**config.mk**
```make
export PLATFORM = sky130hd
export DESIGN_NAME = sec_irq_router
export DESIGN_NICKNAME = d
export VERILOG_FILES = /design/src/rtl/sgr_pkg.sv /design/src/rtl/sgr_cfg_regs.sv /design/src/rtl/sgr_prio_arbiter.sv /design/src/rtl/sec_irq_router.sv
export SDC_FILE = /design/constraint.sdc
export NUM_CORES = 1
export LEC_CHECK = 0
export BUFFER_PORTS_ARGS = -buffer_cell sky130_fd_sc_hd__buf_2
export CORE_MARGIN = 2
export CORE_UTILIZATION = 25
export DETAILED_ROUTE_END_ITERATION = 16
export GPL_TIMING_DRIVEN = 0
export MAX_ROUTING_LAYER = met4
export PLACE_DENSITY = 0.45
export SLEW_MARGIN = 30
export SYNTH_ARGS = -nofsm -noshare
export SYNTH_HDL_FRONTEND = slang
export SYNTH_SLANG_ARGS = --single-unit
```
**constraint.sdc**
```tcl
create_clock -name clk -period 62.5 [get_ports clk]
set_input_delay 3.125 -clock clk [delete_from_list [all_inputs] [get_ports clk]]
set_output_delay 3.125 -clock clk [all_outputs]
set_load 0.05 [all_outputs]
```
**src/rtl/sgr_pkg.sv**
```systemverilog
// Shared definitions for the secure interrupt group router.
// Assumes a 32-bit configuration data path; bitmap registers use the low
// NUM_SRC bits of that path.
package sgr_pkg;

    // Bitmap register offsets; priority registers start at NUM_SRC.
    localparam int REG_ENABLE   = 0;
    localparam int REG_GROUP    = 1;
    localparam int REG_MODIFIER = 2;

    typedef enum logic [1:0] {
        GRP_SEC0  = 2'd0,
        GRP_SEC1  = 2'd1,
        GRP_NSEC1 = 2'd2
    } sgr_group_e;

    // Map the group bit and modifier bit of one source to its class.
    function automatic sgr_group_e sgr_classify(input logic grp, input logic modif);
        if (!grp)      return GRP_SEC0;
        else if (modif) return GRP_SEC1;
        else            return GRP_NSEC1;
    endfunction

endpackage

```
**src/rtl/sgr_cfg_regs.sv**
```systemverilog
// Configuration register file: enable bitmap, group bitmap, modifier bitmap
// and one priority register per source.
// Assumes NUM_SRC is a power of two and not above DATA_W; the top address bit
// selects the priority bank, and the lower bits index the source.
module sgr_cfg_regs
    import sgr_pkg::*;
#(
    parameter int NUM_SRC = 32,
    parameter int PRIO_W  = 4,
    parameter int DATA_W  = 32,
    parameter int ADDR_W  = $clog2(NUM_SRC) + 1
) (
    input  logic                        clk,
    input  logic                        rst_n,
    input  logic                        we,
    input  logic                        secure,
    input  logic [ADDR_W-1:0]           addr,
    input  logic [DATA_W-1:0]           wdata,
    output logic [DATA_W-1:0]           rdata,
    output logic [NUM_SRC-1:0]          enable_q,
    output logic [NUM_SRC-1:0]          group_q,
    output logic [NUM_SRC-1:0]          modif_q,
    output logic [NUM_SRC-1:0][PRIO_W-1:0] prio_q
);

    localparam int IDX_W = ADDR_W - 1;

    logic prio_sel;
    assign prio_sel = addr[ADDR_W-1];

    // Bitmap registers; group and modifier accept secure writes only.
    always_ff @(posedge clk) begin
        if (!rst_n) begin
            enable_q <= '0;
            group_q  <= '0;
            modif_q  <= '0;
        end else if (we && !prio_sel) begin
            if (addr == ADDR_W'(REG_ENABLE))
                enable_q <= wdata[NUM_SRC-1:0];
            if (addr == ADDR_W'(REG_GROUP) && secure)
                group_q <= wdata[NUM_SRC-1:0];
            if (addr == ADDR_W'(REG_MODIFIER) && secure)
                modif_q <= wdata[NUM_SRC-1:0];
        end
    end

    // Priority bank, one field per source, open to any access.
    always_ff @(posedge clk) begin
        if (!rst_n) begin
            prio_q <= '0;
        end else if (we && prio_sel) begin
            prio_q[addr[IDX_W-1:0]] <= wdata[PRIO_W-1:0];
        end
    end

    // Read mux; group and modifier read as zero to non-secure accesses.
    always_comb begin
        rdata = '0;
        if (prio_sel) begin
            rdata[PRIO_W-1:0] = prio_q[addr[IDX_W-1:0]];
        end else begin
            case (addr)
                ADDR_W'(REG_ENABLE):   rdata[NUM_SRC-1:0] = enable_q;
                ADDR_W'(REG_GROUP):    if (secure) rdata[NUM_SRC-1:0] = group_q;
                ADDR_W'(REG_MODIFIER): if (secure) rdata[NUM_SRC-1:0] = modif_q;
                default:               rdata = '0;
            endcase
        end
    end

endmodule

```
**src/rtl/sgr_prio_arbiter.sv**
```systemverilog
// Combinational priority picker over NUM_SRC requests.
// The smallest priority value wins, and on equal values the lowest index
// wins. Assumes nothing about the request pattern. When no request is set,
// the identifier is zero.
module sgr_prio_arbiter #(
    parameter int NUM_SRC = 32,
    parameter int PRIO_W  = 4,
    parameter int ID_W    = $clog2(NUM_SRC)
) (
    input  logic [NUM_SRC-1:0]             req,
    input  logic [NUM_SRC-1:0][PRIO_W-1:0] prio,
    output logic                           valid,
    output logic [ID_W-1:0]                id
);

    logic [PRIO_W:0] best;

    // Linear scan; strict less-than keeps the earlier index on ties.
    always_comb begin
        best  = {1'b1, {PRIO_W{1'b0}}};
        valid = 1'b0;
        id    = '0;
        for (int i = 0; i < NUM_SRC; i++) begin
            if (req[i] && ({1'b0, prio[i]} < best)) begin
                best  = {1'b0, prio[i]};
                id    = ID_W'(i);
                valid = 1'b1;
            end
        end
    end

endmodule

```
**src/rtl/sec_irq_router.sv**
```systemverilog
// Secure interrupt group router top.
// It samples level-sensitive sources into pending bits, classifies each
// source by its group and modifier bits, and arbitrates the secure classes
// onto the fast line and the non-secure class onto the normal line.
// Assumes synchronous sources; both lines respond one cycle after a change.
module sec_irq_router
    import sgr_pkg::*;
#(
    parameter int NUM_SRC = 32,
    parameter int PRIO_W  = 4,
    parameter int DATA_W  = 32,
    parameter int ADDR_W  = $clog2(NUM_SRC) + 1,
    parameter int ID_W    = $clog2(NUM_SRC)
) (
    input  logic               clk,
    input  logic               rst_n,
    input  logic [NUM_SRC-1:0] src_i,
    input  logic               cfg_we_i,
    input  logic               cfg_secure_i,
    input  logic [ADDR_W-1:0]  cfg_addr_i,
    input  logic [DATA_W-1:0]  cfg_wdata_i,
    output logic [DATA_W-1:0]  cfg_rdata_o,
    output logic               fiq_req_o,
    output logic [ID_W-1:0]    fiq_id_o,
    output logic               irq_req_o,
    output logic [ID_W-1:0]    irq_id_o
);

    logic [NUM_SRC-1:0]             enable_bits;
    logic [NUM_SRC-1:0]             group_bits;
    logic [NUM_SRC-1:0]             modif_bits;
    logic [NUM_SRC-1:0][PRIO_W-1:0] prio_vals;
    logic [NUM_SRC-1:0]             pend_q;
    logic [NUM_SRC-1:0]             fast_req;
    logic [NUM_SRC-1:0]             norm_req;

    sgr_cfg_regs #(
        .NUM_SRC(NUM_SRC), .PRIO_W(PRIO_W), .DATA_W(DATA_W), .ADDR_W(ADDR_W)
    ) u_regs (
        .clk      (clk),
        .rst_n    (rst_n),
        .we       (cfg_we_i),
        .secure   (cfg_secure_i),
        .addr     (cfg_addr_i),
        .wdata    (cfg_wdata_i),
        .rdata    (cfg_rdata_o),
        .enable_q (enable_bits),
        .group_q  (group_bits),
        .modif_q  (modif_bits),
        .prio_q   (prio_vals)
    );

    // Level-sensitive pending capture, one register per source.
    always_ff @(posedge clk) begin
        if (!rst_n) pend_q <= '0;
        else        pend_q <= src_i;
    end

    // Per-source class decode and eligibility for each output line.
    for (genvar gi = 0; gi < NUM_SRC; gi++) begin : g_class
        sgr_group_e cls;
        logic       live;
        assign cls          = sgr_classify(group_bits[gi], modif_bits[gi]);
        assign live         = pend_q[gi] && enable_bits[gi];
        assign fast_req[gi] = live && (cls != GRP_NSEC1);
        assign norm_req[gi] = live && (cls == GRP_NSEC1);
    end

    sgr_prio_arbiter #(
        .NUM_SRC(NUM_SRC), .PRIO_W(PRIO_W), .ID_W(ID_W)
    ) u_fast_arb (
        .req   (fast_req),
        .prio  (prio_vals),
        .valid (fiq_req_o),
        .id    (fiq_id_o)
    );

    sgr_prio_arbiter #(
        .NUM_SRC(NUM_SRC), .PRIO_W(PRIO_W), .ID_W(ID_W)
    ) u_norm_arb (
        .req   (norm_req),
        .prio  (prio_vals),
        .valid (irq_req_o),
        .id    (irq_id_o)
    );

endmodule

```
==> flow_summary.toml <==
[yosys]
syn_area_um2 = 25180
synthTopCellsByArea = "dfxtp_1 20%, nand2_1 7.9%, a21boi_0 5.9%"
synth_edf_count = 0
yosysUniqueCellTypes = 123
yosysMostFrequentCell = "nand2_1"
yosysTopAreaCell = "dfxtp_1"
ys_seq_elements = 256
post_synth_inst_count = 3441
yosys_warnings = 0
synth.top_cell.area_share_pct = 20.35
synthTopCellsByCount = "527 x nand2_1, 256 x dfxtp_1, 235 x nor2_1, 198 x a21boi_0, 196 x o21ai_0"
avgSynthCellArea_um2 = 7.317
ys_async_sr_fraction_pct = 0
synthFlopType = "dfxtp_1"
ys_seq_area_share_pct = 20.35
syn_nets = 3617

[flow_run]
max-cap-violations = 0

[detailed_routing]
first_iter_violations = 2122
drtAntennaViolNets = 0
wl_per_cell_um = 21.95
drc = 0
wl_mm = 108.1
vias_per_cell = 5.473
vias = 26940
firstDrtPassIters = 6

[setup_path]
crit_arrival_ns = 53.90
required_ns = 59.38
path_class = "reg -> out"
path_common_cell = "ha_1"
critPathMaxFanout = 10
start_kind = "flip-flop"
cp_slowest_cell = "a211oi_1"
critPathMaxStageDelay_ns = 0.60
cp-end-kind = "output pin"

[power_and_ir_drop]
power_switching_mw = 0.1041
power.leakage_nw = 10.32
p_int_mw = 0.2926
ir_drop_mv = 0.01455
p_per_area_nw_per_um2 = 13.88
power.share.clock_pct = 51.2
seq_power_share_pct = 42.0
combPwrFrac_pct = 6.8
switching_share_pct = 26.24

[finish]
seq_area_um2 = 5125
syn_to_final_growth_pct = 13.49
final_nets = 3769
final_util_pct = 28.57
drive_above_1_share_pct = 9.923
fill_cells = 11050
multiInputGateArea_um2 = 18740
final_cells = 4922

[global_route]
grt_usage_pct = 20.87
antenna_found_initial = 5
grt_overflow = 0
grt_pass1_vias = 25660
grt_pass1_wl_mm = 162.1
grt_max_degree = 12

[cts]
cts_root_buf = "clkbuf_16"
clock_latency_ns = 0.55
path_clk_slew_ns = 0.06
cts_num_sinks = 256
cts_buffers = 35
cts_tree = "done"
post_cts_resize_count = 0
clock_path_buffers = 3
cts_max_level = 2
ctsHoldBuffers = 0
cts_setup_buffers = 0

[timing]
setup_slack_ns = 5.477
tightest_slew_ns = 1.044
rsz0062_at_grt = "false"
max_slew_margin_pct = 30.24
min_period_ns = 57.02
setup_violations = 0
period_share_pct = 91.24
slew_viol_final = 0
fmax_mhz = 17.54
tns_ns = 0
hold_violations = 0
fin_skew_ns = 0

[placed_design]
gp_congestion = 0.9319
port_buffers = 110
dp_slack_ns = 6.739
place_inst = 4854
dp_hpwl_mm = 85.58

[floorplanning]
start_util_pct = 25.18
rows = 116
core_area_um2 = 100000
ios = 118
die_h_um = 321.4
die_x_um = 321.4
die_area_um2 = 103300

[hold_path]
hold_path.class = "reg -> reg"

[status]
status = "complete, no violations"
[state kept, by name (all words and copies together) (netlist names)]
signal,cells
u_regs.modif_q,32
pend_q,32
u_regs.group_q,32
u_regs.enable_q,32
u_regs.prio_q,128
[layer usage]
layer / share of wire, % / vias up / routed length (um) / track usage [%]
met5: 0 / - / 0 / -
met4: 2.0 / 0 / 2121 / 4.060
met3: 5.5 / 102 / 5974 / 2.991
met2: 47 / 748 / 50600 / 34.50
met1: 46 / 13050 / 49360 / 27.10
li1: - / 13040 / - / -
[critical path, delay by kind of cell (launching register included)]
kind | cells | cell delay, ns
fa+ha+maj | 31 | 8.39
buf+inv | 29 | 3.25
simple gates | 59 | 10.62
mux | 14 | 4.46
flops | 1 | 0.40
compound gates | 108 | 26.17
[placed cells by master (no fill, tap or decap), drive strengths merged, types with 30 or more instances in the layout]
| master | count |
|---|---|
| o21a | 41 |
| dfxtp | 256 |
| a21oi | 192 |
| a21o | 54 |
| a211oi | 41 |
| nor2 | 236 |
| a31oi | 40 |
| nand3 | 126 |
| nor3 | 57 |
| ha | 102 |
| and2 | 93 |
| nand2 | 529 |
| mux4 | 32 |
| clkbuf | 199 |
| nor2b | 82 |
| a21boi | 202 |
| mux2 | 31 |
| o211ai | 36 |
| o21ai | 222 |
| mux2i | 79 |
| or2 | 30 |
| and3 | 31 |
| buf | 137 |
| inv | 182 |
| nand2b | 67 |
| a222oi | 33 |
[power by group through the flow]
stage                     Sequential, mW  Combinational (mW)  Clock [mW]
after floorplan                    0.169              0.0145           0
after global placement             0.170              0.0266           0
after detailed placement           0.170              0.0267           0
after CTS                          0.166              0.0268       0.208
after global routing               0.167              0.0288       0.214
final                              0.166              0.0270       0.203
[logic make-up after synthesis]
| group | after synthesis | share of synthesized area (%) |
|---|---|---|
| flops | 256 | 20.35 |
| simple gates | 1362 | 25.90 |
| mux | 142 | 7.484 |
| compound gates | 1214 | 35.30 |
| buf+inv | 351 | 5.367 |
| xor+xnor | 7 | 0.2435 |
| fa+ha+maj | 109 | 5.352 |
[per-stage QoR]
step                      cell area [um2]  power, mW  hold WS [ns]
final                               28570     0.3966        0.4767
after global routing                28570     0.4094        0.4938
after CTS                           28550     0.4017        0.4784
after detailed placement            27430     0.1968        0.4707
after global placement              27350     0.1967        0.4657
after floorplan                     25180     0.1838        0.4510
[path summary, 6_finish.rpt]
path	startpoint	to	slack (ns)	cells past startpoint
worst min-delay path	u_regs.group_q[22]	u_regs.group_q[22]	0.48	2
worst max-delay path	u_regs.group_q[0]	irq_id_o[2]	5.48	241
worst max register to register	u_regs.prio_q[13]	u_regs.prio_q[13]	60.90	4
worst min register to register	u_regs.group_q[22]	u_regs.group_q[22]	0.48	2
[layout make-up]
type	count	share of cell area (%)
Clock inverter	13	0.4773
Tap cell	1298	5.684
Clock buffer	49	3.459
Antenna cell	6	0.05254
Buffer	172	2.443
Timing Repair Buffer	115	2.032
Sequential cell	256	17.94
Multi-Input combinational cell	2834	65.57
Inverter	179	2.351
Power figures use the tool's default switching activity.
